$ cat src/rtl/gpo_pkg.sv
`timescale 1ns/1ps
// Shared definitions for the genetic path optimizer.
// Assumes a 16-bit random source; the constants below belong to it.
package gpo_pkg;
    typedef enum logic [2:0] {
        ST_IDLE,
        ST_INIT,
        ST_EVAL_GO,
        ST_EVAL_WAIT,
        ST_BREED,
        ST_SWAP
    } gpo_state_t;

    localparam logic [15:0] GPO_LFSR_TAPS = 16'hB400;
    localparam logic [15:0] GPO_SEED_ALT  = 16'hACE1;
endpackage

$ cat src/rtl/gpo_lfsr.sv
`timescale 1ns/1ps
// 16-bit Galois LFSR used for every random choice of the search.
// Assumes load and step are never requested in the same cycle by the caller;
// load wins if they are. A zero seed is swapped for a fixed nonzero value.
module gpo_lfsr
    import gpo_pkg::*;
(
    input  logic        clk,
    input  logic        rst_n,
    input  logic        load,
    input  logic [15:0] seed,
    input  logic        step,
    output logic [15:0] state
);
    logic [15:0] lfsr_q;

    // Register update: reload from seed, or shift with feedback.
    always_ff @(posedge clk) begin
        if (!rst_n) begin
            lfsr_q <= GPO_SEED_ALT;
        end else if (load) begin
            lfsr_q <= (seed == 16'h0000) ? GPO_SEED_ALT : seed;
        end else if (step) begin
            lfsr_q <= lfsr_q[0] ? ((lfsr_q >> 1) ^ GPO_LFSR_TAPS) : (lfsr_q >> 1);
        end
    end

    assign state = lfsr_q;


    lfsr_nonzero_chk: assert property (@(posedge clk) disable iff (!rst_n)
        lfsr_q != 16'h0000);
endmodule

$ cat src/rtl/gpo_coord_mem.sv
`timescale 1ns/1ps
// Waypoint coordinate store: one entry per waypoint, packed {x, y}.
// Assumes writes come only from the load port; they are dropped while busy.
// Reading is combinational so the scorer sees data in the cycle it addresses.
module gpo_coord_mem #(
    parameter int NUM_PTS = 8,
    parameter int COORD_W = 8,
    parameter int AW      = $clog2(NUM_PTS)
) (
    input  logic               clk,
    input  logic               rst_n,
    input  logic               busy,
    input  logic               wr_en,
    input  logic [AW-1:0]      wr_addr,
    input  logic [COORD_W-1:0] wr_x,
    input  logic [COORD_W-1:0] wr_y,
    input  logic [AW-1:0]      rd_addr,
    output logic [COORD_W-1:0] rd_x,
    output logic [COORD_W-1:0] rd_y
);
    localparam int EW = 2 * COORD_W;

    logic [NUM_PTS*EW-1:0] mem_q;

    // Coordinate writes, accepted only when the engine is idle.
    always_ff @(posedge clk) begin
        if (!rst_n) begin
            mem_q <= '0;
        end else if (wr_en && !busy && (int'(wr_addr) < NUM_PTS)) begin
            mem_q[int'(wr_addr)*EW +: EW] <= {wr_x, wr_y};
        end
    end

    // Combinational read port for the scorer.
    always_comb begin
        {rd_x, rd_y} = mem_q[int'(rd_addr)*EW +: EW];
    end


    coord_hold_chk: assert property (@(posedge clk) disable iff (!rst_n)
        busy |=> $stable(mem_q));
endmodule

$ cat src/rtl/gpo_fitness.sv
`timescale 1ns/1ps
// Sequential path scorer: walks the waypoints once, accumulating the squared
// segment length from the last visited point to each visited point.
// Assumes start is only raised while it is idle; takes NUM_PTS cycles, then
// pulses valid with the final cost on cost.
module gpo_fitness #(
    parameter int NUM_PTS = 8,
    parameter int COORD_W = 8,
    parameter int FIT_W   = 20,
    parameter int GENES   = NUM_PTS - 2,
    parameter int AW      = $clog2(NUM_PTS)
) (
    input  logic               clk,
    input  logic               rst_n,
    input  logic               start,
    input  logic [GENES-1:0]   chrom,
    output logic [AW-1:0]      rd_addr,
    input  logic [COORD_W-1:0] rd_x,
    input  logic [COORD_W-1:0] rd_y,
    output logic               valid,
    output logic [FIT_W-1:0]   cost
);
    logic                 run_q;
    logic [AW-1:0]        idx_q;
    logic [COORD_W-1:0]   px_q, py_q;
    logic [FIT_W-1:0]     acc_q;
    logic [NUM_PTS-1:0]   visit_q;
    logic                 valid_q;
    logic [COORD_W-1:0]   dx, dy;
    logic [FIT_W-1:0]     seg;
    logic                 is_last;
    logic                 visit;

    assign rd_addr = run_q ? idx_q : '0;

    // Segment length squared from last visited point to the current point.
    always_comb begin
        dx      = (rd_x >= px_q) ? (rd_x - px_q) : (px_q - rd_x);
        dy      = (rd_y >= py_q) ? (rd_y - py_q) : (py_q - rd_y);
        seg     = FIT_W'(dx) * FIT_W'(dx) + FIT_W'(dy) * FIT_W'(dy);
        is_last = (idx_q == AW'(NUM_PTS - 1));
        visit   = visit_q[idx_q];
    end

    // Walk control and accumulation.
    always_ff @(posedge clk) begin
        if (!rst_n) begin
            run_q   <= 1'b0;
            idx_q   <= '0;
            px_q    <= '0;
            py_q    <= '0;
            acc_q   <= '0;
            visit_q <= '0;
            valid_q <= 1'b0;
        end else begin
            valid_q <= 1'b0;
            if (start && !run_q) begin
                run_q   <= 1'b1;
                idx_q   <= AW'(1);
                px_q    <= rd_x;
                py_q    <= rd_y;
                acc_q   <= '0;
                visit_q <= {1'b1, chrom, 1'b1};
            end else if (run_q) begin
                if (visit) begin
                    acc_q <= acc_q + seg;
                    px_q  <= rd_x;
                    py_q  <= rd_y;
                end
                if (is_last) begin
                    run_q   <= 1'b0;
                    valid_q <= 1'b1;
                end else begin
                    idx_q <= idx_q + AW'(1);
                end
            end
        end
    end

    assign valid = valid_q;
    assign cost  = acc_q;


    acc_monotone_chk: assert property (@(posedge clk) disable iff (!rst_n)
        (run_q && $past(run_q)) |-> (acc_q >= $past(acc_q)));


    valid_after_walk_chk: assert property (@(posedge clk) disable iff (!rst_n)
        valid_q |-> ($past(run_q) && !run_q));
endmodule

$ cat src/rtl/gpo_breed.sv
`timescale 1ns/1ps
// Offspring generator: single-point crossover of two parents followed by a
// one-bit mutation of each child. Purely combinational; the clock only
// serves the checks. Assumes cut lies in 1..GENES-1 and mutation indices
// lie below GENES.
module gpo_breed #(
    parameter int GENES = 6,
    parameter int IW    = 3
) (
    input  logic             clk,
    input  logic             rst_n,
    input  logic             check_en,
    input  logic [GENES-1:0] parent_a,
    input  logic [GENES-1:0] parent_b,
    input  logic [IW-1:0]    cut,
    input  logic [IW-1:0]    mut_a,
    input  logic [IW-1:0]    mut_b,
    output logic [GENES-1:0] child_a,
    output logic [GENES-1:0] child_b
);
    logic [GENES-1:0] tail_mask;
    logic [GENES-1:0] cross_a, cross_b;
    logic [GENES-1:0] flip_a, flip_b;

    // Tail exchange above the cut, then one flipped bit per child.
    always_comb begin
        tail_mask = {GENES{1'b1}} << cut;
        cross_a   = (parent_a & ~tail_mask) | (parent_b & tail_mask);
        cross_b   = (parent_b & ~tail_mask) | (parent_a & tail_mask);
        flip_a    = GENES'(1) << mut_a;
        flip_b    = GENES'(1) << mut_b;
        child_a   = cross_a ^ flip_a;
        child_b   = cross_b ^ flip_b;
    end


    cut_range_chk: assert property (@(posedge clk) disable iff (!rst_n)
        check_en |-> (int'(cut) >= 1 && int'(cut) <= GENES - 1));


    swap_conserves_chk: assert property (@(posedge clk) disable iff (!rst_n)
        check_en |-> (((child_a ^ flip_a) ^ (child_b ^ flip_b)) == (parent_a ^ parent_b)));


    single_flip_chk: assert property (@(posedge clk) disable iff (!rst_n)
        check_en |-> ($countones(flip_a) == 1 && $countones(flip_b) == 1));
endmodule

$ cat src/rtl/gpo_engine.sv
`timescale 1ns/1ps
// Genetic path optimizer top. Holds the population, sequences scoring,
// breeding and replacement for 2^POP generations, and tracks the best route.
// Assumes POP is even, a power of two and at most 16, NUM_PTS >= 4 and
// NUM_PTS - 2 <= 16.
module gpo_engine
    import gpo_pkg::*;
#(
    parameter int NUM_PTS = 8,
    parameter int COORD_W = 8,
    parameter int POP     = 4
) (
    input  logic                                    clk,
    input  logic                                    rst_n,
    input  logic                                    start,
    input  logic [15:0]                             seed,
    input  logic                                    ld_en,
    input  logic [$clog2(NUM_PTS)-1:0]              ld_addr,
    input  logic [COORD_W-1:0]                      ld_x,
    input  logic [COORD_W-1:0]                      ld_y,
    output logic                                    busy,
    output logic                                    done,
    output logic [NUM_PTS-3:0]                      best_path,
    output logic [2*COORD_W+$clog2(NUM_PTS):0]      best_cost
);
    localparam int AW    = $clog2(NUM_PTS);
    localparam int GENES = NUM_PTS - 2;
    localparam int IW    = (GENES > 1) ? $clog2(GENES) : 1;
    localparam int PW    = (POP > 1) ? $clog2(POP) : 1;
    localparam int GENS  = 1 << POP;
    localparam int GW    = POP;
    localparam int FIT_W = 2 * COORD_W + 1 + AW;

    gpo_state_t        state_q;
    logic [PW-1:0]     idx_q;
    logic [PW-1:0]     pair_q;
    logic [GW-1:0]     gen_q;
    logic [GENES-1:0]  pop_q  [POP];
    logic [GENES-1:0]  next_q [POP];
    logic [GENES-1:0]  best_path_q;
    logic [FIT_W-1:0]  best_cost_q;
    logic              have_best_q;
    logic              done_q;

    logic [15:0]       lfsr_state;
    logic [31:0]       rv;
    logic [PW-1:0]     sel_a, sel_b;
    logic [IW-1:0]     cut, mut_a, mut_b;
    logic [GENES-1:0]  child_a, child_b;
    logic [AW-1:0]     rd_addr;
    logic [COORD_W-1:0] rd_x, rd_y;
    logic              fit_valid;
    logic [FIT_W-1:0]  fit_cost;
    logic              fit_start;
    logic              busy_w;

    assign busy_w    = (state_q != ST_IDLE);
    assign fit_start = (state_q == ST_EVAL_GO);

    gpo_lfsr u_lfsr (
        .clk   (clk),
        .rst_n (rst_n),
        .load  (!busy_w && start),
        .seed  (seed),
        .step  (busy_w),
        .state (lfsr_state)
    );

    gpo_coord_mem #(.NUM_PTS(NUM_PTS), .COORD_W(COORD_W), .AW(AW)) u_mem (
        .clk     (clk),
        .rst_n   (rst_n),
        .busy    (busy_w),
        .wr_en   (ld_en),
        .wr_addr (ld_addr),
        .wr_x    (ld_x),
        .wr_y    (ld_y),
        .rd_addr (rd_addr),
        .rd_x    (rd_x),
        .rd_y    (rd_y)
    );

    gpo_fitness #(.NUM_PTS(NUM_PTS), .COORD_W(COORD_W), .FIT_W(FIT_W),
                  .GENES(GENES), .AW(AW)) u_fit (
        .clk     (clk),
        .rst_n   (rst_n),
        .start   (fit_start),
        .chrom   (pop_q[idx_q]),
        .rd_addr (rd_addr),
        .rd_x    (rd_x),
        .rd_y    (rd_y),
        .valid   (fit_valid),
        .cost    (fit_cost)
    );

    // Random word split into parent picks, cut point and mutation indices.
    always_comb begin
        rv    = {lfsr_state, lfsr_state ^ {lfsr_state[7:0], lfsr_state[15:8]}};
        sel_a = PW'(int'(rv[PW-1:0]) % POP);
        sel_b = PW'(int'(rv[2*PW-1:PW]) % POP);
        cut   = IW'((int'(rv[2*PW+7:2*PW]) % (GENES - 1)) + 1);
        mut_a = IW'(int'(rv[2*PW+15:2*PW+8]) % GENES);
        mut_b = IW'(int'(rv[2*PW+23:2*PW+16]) % GENES);
    end

    gpo_breed #(.GENES(GENES), .IW(IW)) u_breed (
        .clk      (clk),
        .rst_n    (rst_n),
        .check_en (state_q == ST_BREED),
        .parent_a (pop_q[sel_a]),
        .parent_b (pop_q[sel_b]),
        .cut      (cut),
        .mut_a    (mut_a),
        .mut_b    (mut_b),
        .child_a  (child_a),
        .child_b  (child_b)
    );

    // Run sequencer: seed, score each member, breed, replace, repeat.
    always_ff @(posedge clk) begin
        if (!rst_n) begin
            state_q     <= ST_IDLE;
            idx_q       <= '0;
            pair_q      <= '0;
            gen_q       <= '0;
            best_path_q <= '0;
            best_cost_q <= '0;
            have_best_q <= 1'b0;
            done_q      <= 1'b0;
            for (int k = 0; k < POP; k++) begin
                pop_q[k]  <= '0;
                next_q[k] <= '0;
            end
        end else begin
            done_q <= 1'b0;
            unique case (state_q)
                ST_IDLE: begin
                    if (start) begin
                        state_q     <= ST_INIT;
                        idx_q       <= '0;
                        have_best_q <= 1'b0;
                    end
                end
                ST_INIT: begin
                    pop_q[idx_q] <= (idx_q == '0) ? {GENES{1'b1}} : lfsr_state[GENES-1:0];
                    if (idx_q == PW'(POP - 1)) begin
                        idx_q   <= '0;
                        gen_q   <= '0;
                        state_q <= ST_EVAL_GO;
                    end else begin
                        idx_q <= idx_q + PW'(1);
                    end
                end
                ST_EVAL_GO: begin
                    state_q <= ST_EVAL_WAIT;
                end
                ST_EVAL_WAIT: begin
                    if (fit_valid) begin
                        if (!have_best_q || (fit_cost < best_cost_q)) begin
                            best_cost_q <= fit_cost;
                            best_path_q <= pop_q[idx_q];
                            have_best_q <= 1'b1;
                        end
                        if (idx_q == PW'(POP - 1)) begin
                            idx_q <= '0;
                            if (gen_q == GW'(GENS - 1)) begin
                                state_q <= ST_IDLE;
                                done_q  <= 1'b1;
                            end else begin
                                pair_q  <= '0;
                                state_q <= ST_BREED;
                            end
                        end else begin
                            idx_q   <= idx_q + PW'(1);
                            state_q <= ST_EVAL_GO;
                        end
                    end
                end
                ST_BREED: begin
                    next_q[PW'(2 * int'(pair_q))]     <= child_a;
                    next_q[PW'(2 * int'(pair_q) + 1)] <= child_b;
                    if (pair_q == PW'(POP / 2 - 1)) begin
                        state_q <= ST_SWAP;
                    end else begin
                        pair_q <= pair_q + PW'(1);
                    end
                end
                ST_SWAP: begin
                    for (int k = 0; k < POP; k++) begin
                        pop_q[k] <= next_q[k];
                    end
                    gen_q   <= gen_q + GW'(1);
                    idx_q   <= '0;
                    state_q <= ST_EVAL_GO;
                end
                default: state_q <= ST_IDLE;
            endcase
        end
    end

    assign busy      = busy_w;
    assign done      = done_q;
    assign best_path = best_path_q;
    assign best_cost = best_cost_q;


    best_never_worse_chk: assert property (@(posedge clk) disable iff (!rst_n)
        (have_best_q && $past(have_best_q)) |-> (best_cost_q <= $past(best_cost_q)));


    done_single_chk: assert property (@(posedge clk) disable iff (!rst_n)
        done_q |=> !done_q);


    done_last_gen_chk: assert property (@(posedge clk) disable iff (!rst_n)
        done_q |-> (gen_q == GW'(GENS - 1) && !busy_w));


    start_ignored_chk: assert property (@(posedge clk) disable iff (!rst_n)
        (busy_w && start) |=> !(state_q == ST_INIT && idx_q == '0));
endmodule

$ cat config.mk
export PLATFORM = sky130hd
export DESIGN_NAME = gpo_engine
export DESIGN_NICKNAME = d
export VERILOG_FILES = /design/src/rtl/gpo_pkg.sv /design/src/rtl/gpo_lfsr.sv /design/src/rtl/gpo_coord_mem.sv /design/src/rtl/gpo_fitness.sv /design/src/rtl/gpo_breed.sv /design/src/rtl/gpo_engine.sv
export SDC_FILE = /design/constraint.sdc
export NUM_CORES = 1
export LEC_CHECK = 0
export ABC_AREA = 1
export ABC_CLOCK_PERIOD_IN_PS = 14000
export CORE_MARGIN = 10
export CORE_UTILIZATION = 30
export DETAILED_ROUTE_END_ITERATION = 10
export SKIP_CTS_REPAIR_TIMING = 1
export SYNTH_ARGS = -nofsm -noshare
export SYNTH_HDL_FRONTEND = slang
export SYNTH_SLANG_ARGS = --single-unit
$ cat constraint.sdc
create_clock -name clk -period 14 [get_ports clk]
set_input_delay 2.8 -clock clk [delete_from_list [all_inputs] [get_ports clk]]
set_output_delay 2.8 -clock clk [all_outputs]
set_load 0.01 [all_outputs]
==> impl_metrics.json, run 1 <==
{
  "antenna_cells": 0,
  "start_util": 0.303,
  "port_buffers": 66,
  "hold_violations": 0,
  "cts_made_buffers": 34,
  "syn2layout_area_growth_pct": 12.9,
  "synth.cell_area_um2": 19900,
  "setup_violations": 0,
  "fp.dieW_um": 278,
  "synth-adder-area-share": 0.167,
  "critPathArrivalTime_ps": 11990,
  "fin_util": 0.342,
  "drtIter0Drc": 1648,
  "final_area_um2": 22500,
  "synth_top_family_by_area": "simple AND/OR/NAND/NOR gates",
  "critPathSlowestCell": "xor2_1",
  "synthSimpleGateAreaFrac": 0.202,
  "tightestPinTransition_ps": 1080,
  "wl_per_cell_um": 15.7,
  "synth_edf_count": 48,
  "status": "completed",
  "grt_max_degree": 79,
  "final.min_clock_period_ps": 11530,
  "yosys.area.top_type": "dfxtp_1",
  "synth_compound_area_frac": 0.197,
  "drv_slew": 0,
  "place.gp.congestion": 0.858,
  "synthArstFlopShare": 0,
  "hold_class": "flip-flop to flip-flop",
  "required_ps": 14460,
  "grt_pass1_vias": 17000,
  "crit_fanout": 33,
  "yosys-top-cells-area": "dfxtp_1, ha_1, fa_1",
  "grt_pass1_wl_um": 91600,
  "n_fill_cell": 6985,
  "crit_path_max_incr_delay_ps": 660,
  "overflow": 0,
  "via_count": 17800,
  "yosysTopAreaCellShare": 0.234,
  "ys_warn_count": 0,
  "clk_path_buf_depth": 3,
  "ant_nets": 0,
  "drv_cap": 0,
  "placed_cell_area_um2": 21400,
  "most-common-layout-cells": "inv_1, nand2_1, o21ai_0",
  "rows": 94,
  "synthMuxAreaShare": 0.00157,
  "synth_top_flop_cell": "dfxtp_1",
  "firstDrtPassIters": 6,
  "cp_common_cell": "inv_1",
  "synthXorXnorAreaFrac": 0.0264,
  "hpwl_um": 40600,
  "ys_ff_latch": 281,
  "htree_num_levels": 2,
  "clock-sinks": 281,
  "critical_path_class": "flip-flop to flip-flop",
  "fin_crit_sh": 0.824,
  "pin_count": 67,
  "fin_setup_tns_ps": 0,
  "clock_skew_ps": 36.7,
  "cts_tree": "built",
  "rsz0062_at_grt": "no",
  "dieArea_um2": 77100,
  "ys_seq_area_frac": 0.306,
  "fp.dieH_um": 278,
  "cts_root_buf": "clkbuf_16",
  "wirelength_um": 56200,
  "drive_above_1_share": 0.0587,
  "nNetsFinal": 2956,
  "syn_nets": 2951,
  "synth.avg_cell_area_um2": 7.39,
  "crit_path_end_kind": "flip-flop",
  "drc": 0,
  "synth_cells": 2695,
  "core_um2": 65700,
  "antenna_found_initial": 1,
  "cp-start-kind": "flip-flop",
  "clock.fmax_mhz": 86.7,
  "vias_per_cell": 4.97,
  "grtUsageTotal": 0.142,
  "clkTransAtPathRegs_ps": 60,
  "synthDistinctLibCells": 63,
  "slew_headroom": 0.276,
  "clk_latency_ps": 570,
  "layout_commonest_cell": "inv_1"
}
critical path, delay by kind of cell, from the launching register on:
kind | cells | cell delay (ps)
flops | 1 | 420
buf+inv | 10 | 1590
xor+xnor | 2 | 810
fa+ha+maj | 9 | 3950
simple gates | 11 | 1250
compound gates | 20 | 3390
area by class of cell:
| type | count | area (um2) | area share |
|---|---|---|---|
| timing repair buffer | 88 | 823 | 0.0366 |
| inverter | 405 | 1520 | 0.0676 |
| sequential | 281 | 6110 | 0.271 |
| clock buffer | 47 | 981 | 0.0436 |
| tap | 864 | 1080 | 0.0481 |
| multi-input combinational | 1890 | 11900 | 0.527 |
| clock inverter | 14 | 128 | 0.00567 |
sequential cells by signal, summed over array words and instances (netlist names), 3 cells and up, named ones only:
register and cells:
u_lfsr.state 16, pop_q 24, best_path 6, u_fit.cost 20
best_cost 20, gen_q 4, u_mem.mem_q 128, u_fit.px_q 8
next_q 24, state_q 3, u_fit.idx_q 3, u_fit.py_q 8
u_fit.visit_q 7
kinds of logic (layout without fill, tap and decap cells):
family          Yosys count  in the layout
mux                       3              3
compound gates          686            686
buf+inv                 524            554
fa+ha+maj               217            217
simple gates            924            924
flops                   281            281
xor+xnor                 60             60
cell usage after synthesis, types with 19 or more instances:
cell type	number
nand3_1	121
fa_1	81
edfxtp_1	48
inv_1	384
nor2_1	286
o21ai_0	282
xor2_1	43
nand2_1	380
nor3_1	36
o22ai_1	19
nand4_1	29
o211ai_1	19
a21oi_1	222
ha_1	136
clkbuf_1	109
dfxtp_1	233
a31oi_1	25
final timing paths:
path	start	endpoint	slack, ps	cells after the start
min reg2reg	pair_q[1]	pair_q[1]	460	2
min	pair_q[1]	pair_q[1]	460	2
max	u_fit.idx_q[1]	u_fit.cost[18]	2470	52
max reg2reg	u_fit.idx_q[1]	u_fit.cost[18]	2470	52
layer usage:
metal  up-vias  track usage  routed length [um]
met5         -            0                  13
met1      8338        0.204               27900
li1       9003            -                   -
met4         2       0.0331                 943
met2       423        0.218               24100
met3        64       0.0207                3210
through the flow:
stage / hold WS, ps / instances / setup slack, ps
after global placement: 448 / 3528 / 2760
after floorplan: 423 / 2695 / 4010
final: 461 / 3589 / 2470
after CTS: 464 / 3589 / 2490
after global routing: 484 / 3589 / 1340
after detailed placement: 454 / 3528 / 2550
Power of run 1 is not shown: default switching activity piles up to over one toggle a cycle in this logic, so the estimate is an artifact.
==> run 2, diff against run 1 <==
ABC_CLOCK_PERIOD_IN_PS = 10000   (was 14000)
clock period = 10 ns   (was 14 ns; I/O delays follow)
==> run 2 against run 1 <==
Cell count up 2.0%. Register-to-register slack worse by 2100 ps. Sequential share of layout area is 1.2 points lower. Flip-flop and latch count stayed put. Die area stayed put. Worst setup slack worse by 2100 ps. Count of clock-buffer cells in the layout is 4 higher. Core utilization up 1.5 points. Global-route usage hardly changed.
==> impl_metrics.json, run 2 (synthesis gave the netlist of run 1 again) <==
{
  "crit_path_max_incr_delay_ps": 540,
  "largest_register_ffs": 128,
  "fin_crit_sh": 0.965,
  "crit_path_end_kind": "flip-flop",
  "drtIter0Drc": 1411,
  "crit_fanout": 6,
  "drive_above_1_share": 0.104,
  "htree_num_levels": 2,
  "hold_class": "flip-flop to flip-flop",
  "port_buffers": 66,
  "clock-sinks": 281,
  "fp.dieH_um": 278,
  "antenna_cells": 0,
  "top_regs": "u_mem.mem_q (128), next_q (24), pop_q (24)",
  "wirelength_um": 56600,
  "clk_latency_ps": 560,
  "slew_headroom": 0.227,
  "ant_nets": 0,
  "most-common-layout-cells": "nand2_1, inv_1, nor2_1",
  "syn2layout_area_growth_pct": 18.0,
  "fp.dieW_um": 278,
  "wl_per_cell_um": 15.4,
  "cp_common_cell": "nor2_1",
  "overflow": 0,
  "place_ws_ps": -139,
  "pin_count": 67,
  "fin_setup_tns_ps": 0,
  "grtUsageTotal": 0.141,
  "start_util": 0.303,
  "layout_commonest_cell": "nand2_1",
  "grt_max_degree": 98,
  "cts_made_buffers": 35,
  "cp-start-kind": "flip-flop",
  "hpwl_um": 41100,
  "clk_path_buf_depth": 3,
  "final.min_clock_period_ps": 9650,
  "seqCellArea_um2": 6110,
  "rsz0062_at_grt": "yes",
  "firstDrtPassIters": 5,
  "rows": 94,
  "critical_path_class": "flip-flop to flip-flop",
  "via_count": 18000,
  "critPathArrivalTime_ps": 10110,
  "dieArea_um2": 77100,
  "grt_pass1_wl_um": 91400,
  "clkTransAtPathRegs_ps": 60,
  "critPathSlowestCell": "fa_1",
  "setup_violations": 0,
  "nNetsFinal": 3029,
  "core_um2": 65700,
  "drc": 0,
  "finalWorstSetupSlack_ps": 348,
  "grt_pass1_vias": 17000,
  "antenna_found_initial": 0,
  "required_ps": 10460,
  "cts_tree": "built",
  "multi_input_area_um2": 12200,
  "tightestPinTransition_ps": 1160,
  "hold_violations": 0,
  "clock_skew_ps": 25.8,
  "place.gp.congestion": 0.876,
  "drv_slew": 0,
  "clock.fmax_mhz": 104,
  "vias_per_cell": 4.92,
  "drv_cap": 0,
  "status": "completed",
  "n_fill_cell": 6833,
  "max_flop_register": "u_mem.mem_q",
  "cts_root_buf": "clkbuf_16"
}
[run 2: changes by cell type in the layout (fill, tap and decap cells not counted), sizes merged]
| cell | previous run | this run |
|---|---|---|
| clkinvlp | 0 | 3 |
| clkinv | 19 | 12 |
| clkbuf | 47 | 54 |
| bufinv | 0 | 1 |
| buf | 23 | 92 |
| inv | 400 | 399 |
[run 2: worst paths after layout]
| path | from | endpoint | slack, ps | depth (start not counted) |
|---|---|---|---|---|
| min reg2reg | u_mem.mem_q[52] | u_mem.mem_q[52] | 460 | 2 |
| min | u_mem.mem_q[52] | u_mem.mem_q[52] | 460 | 2 |
| max reg2reg | u_fit.run_q | u_fit.cost[18] | 350 | 54 |
| max | u_fit.run_q | u_fit.cost[18] | 350 | 54 |
[run 2: per-stage QoR]
step	instances	hold WS (ps)	cell area, um2	util
2_1_floorplan	2695	423	19900	-
3_3_place_gp	3577	439	21800	0.332
3_5_place_dp	3577	453	21800	0.332
4_1_cts	3638	461	23000	0.349
5_1_grt	3661	479	23500	0.358
6_report	3661	464	23500	0.358
[run 2: layout make-up]
type,count,share of cell area
Multi-Input combinational cell,1890,0.517
Sequential cell,281,0.260
Inverter,405,0.0648
Timing Repair Buffer,160,0.0626
Tap cell,864,0.0460
Clock buffer,51,0.0437
Clock inverter,10,0.00554
[run 2: routing by layer]
metal | track usage | wire [um]
met1 | 0.203 | 27900
met2 | 0.217 | 24300
met3 | 0.0259 | 3490
met4 | 0.0263 | 840
met5 | 0 | 0
[run 2: worst max-delay path, delay by kind of cell, from the launching register on]
family	cells	cell delay, ps
AOI/OAI and AO/OA	18	2210
adders and majority gates	10	4060
xor gates and xnor gates	2	390
and+or+nand+nor	16	1870
buffers and inverters	8	660
DFF	1	350
Power of run 2 is left out for the same reason.
==> run 3, diff against run 2 <==
ABC_AREA = unset   (was 1)
CELL_PAD_IN_SITES_DETAIL_PLACEMENT = 0   (was unset)
CELL_PAD_IN_SITES_GLOBAL_PLACEMENT = 1   (was unset)
PLACE_DENSITY_LB_ADDON = 0.1   (was unset)
==> run 3 against run 2 <==
Die area rose by 0.93%. Count of clock-buffer cells in the layout rose by 3. Non-clock buffer count rose by 100. Routed wire length rose by 3.9%. Sequential share of layout area fell by 0.98 points. Critical path type unchanged. Worst setup slack got worse by 170 ps. Critical path depth fell by 8.
==> impl_metrics.json, run 3 <==
{
  "drv_slew": 0,
  "syn2layout_area_growth_pct": 21.5,
  "fin_crit_sh": 0.982,
  "drc": 0,
  "slew_headroom": 0.254,
  "grt_pass1_wl_um": 93000,
  "overflow": 0,
  "n_fill_cell": 6817,
  "clock.fmax_mhz": 102,
  "most-common-layout-cells": "nor2_1, dfxtp_1, inv_1",
  "critical_path_class": "flip-flop to flip-flop",
  "ys_ff_latch": 281,
  "antenna_cells": 0,
  "synthTopCellsByCount": "nor2_1, dfxtp_1, inv_1, nand2_1, a21oi_1",
  "hold_class": "flip-flop to flip-flop",
  "synth_edf_count": 48,
  "clock-sinks": 281,
  "clk_latency_ps": 560,
  "p_leak_uw": 0.0105,
  "cp_common_cell": "fa_1",
  "final.min_clock_period_ps": 9820,
  "cts_made_buffers": 36,
  "clk_path_buf_depth": 3,
  "port_buffers": 66,
  "grt_max_degree": 88,
  "syn_nets": 2528,
  "required_ps": 10380,
  "place.gp.congestion": 0.823,
  "nNetsFinal": 2709,
  "wirelength_um": 58800,
  "via_count": 16600,
  "setup_violations": 0,
  "ant_nets": 0,
  "synth_cells": 2272,
  "drv_cap": 0,
  "vias_per_cell": 4.96,
  "synth.avg_cell_area_um2": 8.86,
  "fp.dieH_um": 279,
  "fp.dieW_um": 279,
  "ys_warn_count": 0,
  "crit_path_max_incr_delay_ps": 550,
  "cts_tree": "built",
  "yosys.area.top_type": "dfxtp_1",
  "critPathArrivalTime_ps": 10200,
  "pin_count": 67,
  "dieArea_um2": 77800,
  "drive_above_1_share": 0.167,
  "crit_fanout": 4,
  "cts_root_buf": "clkbuf_16",
  "max_flop_register": "u_mem.mem_q",
  "synth.cell_area_um2": 20100,
  "status": "completed",
  "clock_skew_ps": 24.1,
  "critPathSlowestCell": "fa_1",
  "power_density_nw_per_um2": 144,
  "top_regs": "u_mem.mem_q (128), next_q (24), pop_q (24)",
  "placed_cells": 3261,
  "ys_seq_area_frac": 0.303,
  "hold_violations": 0,
  "grtUsageTotal": 0.149,
  "hpwl_um": 44000,
  "cp-start-kind": "flip-flop",
  "yosys-top-cells-area": "dfxtp_1, ha_1, fa_1",
  "start_util": 0.304,
  "synth_most_common_cell": "nor2_1",
  "core_um2": 66100,
  "layout_commonest_cell": "nor2_1",
  "htree_num_levels": 2,
  "clkTransAtPathRegs_ps": 60,
  "final_cells": 3342,
  "rsz0062_at_grt": "yes",
  "synthArstFlopShare": 0,
  "antenna_found_initial": 0,
  "tightestPinTransition_ps": 1120,
  "final_area_um2": 24500,
  "wl_per_cell_um": 17.6,
  "grt_pass1_vias": 16200,
  "synth_top_flop_cell": "dfxtp_1",
  "crit_path_end_kind": "flip-flop",
  "largest_register_ffs": 128,
  "synthDistinctLibCells": 100,
  "firstDrtPassIters": 5,
  "r2r_slack_ps": 180,
  "yosysTopAreaCellShare": 0.232,
  "drtIter0Drc": 913,
  "ir_drop_mv": 0.269,
  "placed_cell_area_um2": 22900,
  "rows": 94
}
run 3: cell count changes after synthesis, sizes merged, moves of 52 or more:
| cell | change |
|---|---|
| nand3 | -92 |
| nor2 | +91 |
| o21ai | -218 |
| mux4 | +52 |
| a21oi | -54 |
| mux2i | +126 |
| inv | -202 |
| nand2 | -228 |
run 3: metal layers:
layer	up-vias	routed length [um]	GRT usage
met5	-	0	0
met4	0	922	0.0339
met2	239	28100	0.246
li1	8238	-	-
met3	56	2030	0.0204
met1	8050	27700	0.202
run 3: worst paths after layout:
path | startpoint | cells after the start | to
worst max-delay path | u_fit.run_q | 46 | u_fit.cost[18]
worst min-delay path | u_mem.mem_q[100] | 2 | u_mem.mem_q[100]
worst max register to register | u_fit.run_q | 46 | u_fit.cost[18]
worst min register to register | u_mem.mem_q[100] | 2 | u_mem.mem_q[100]
run 3: report_power, final:
part           internal, uW  total, uW  switching (uW)
combinational           403       1060             658
clock                   733       1260             524
sequential             1170       1200            27.4
total                  2310       3520            1210
run 3: critical path: cells and delay by family (launching register included):
family          cells  cell delay [ps]
fa+ha+maj          10             4110
buf+inv             7              560
mux                 3              970
simple gates        6              740
flops               1              370
xor+xnor            3              480
compound gates     17             2410
run 3: cells by family (layout without fill, tap and decap cells):
group,count (synthesis),count (layout),synth area share
muxes,190,190,0.127
adders and majority gates,217,217,0.165
DFF,281,281,0.303
AOI/OAI and AO/OA,435,435,0.142
and+or+nand+nor,759,759,0.165
xor gates and xnor gates,77,77,0.0365
buffers and inverters,313,519,0.0606
run 3: area by class of cell:
cell class                      count  area [um2]  area share
Clock inverter                      9        90.1     0.00368
Sequential cell                   281        6110       0.250
Clock buffer                       54        1020      0.0417
Timing Repair Buffer              260        2190      0.0896
Inverter                          196         741      0.0303
Tap cell                          864        1080      0.0442
Multi-Input combinational cell   1678       13200       0.540
run 3: stage by stage:
stage / power [uW] / TNS [ps] / util / setup WS (ps) / hold WS (ps)
global route: 3710 / -1680 / 0.370 / -365 / 459
detailed placement: 2280 / -1680 / 0.347 / -375 / 443
finish: 3520 / 0 / 0.370 / 182 / 447
floorplan: 2050 / 0 / - / 9.92 / 429
CTS: 3560 / -2220 / 0.364 / -448 / 451
global placement: 2270 / -548 / 0.347 / -172 / 440
(Power assumes the default switching activity.)
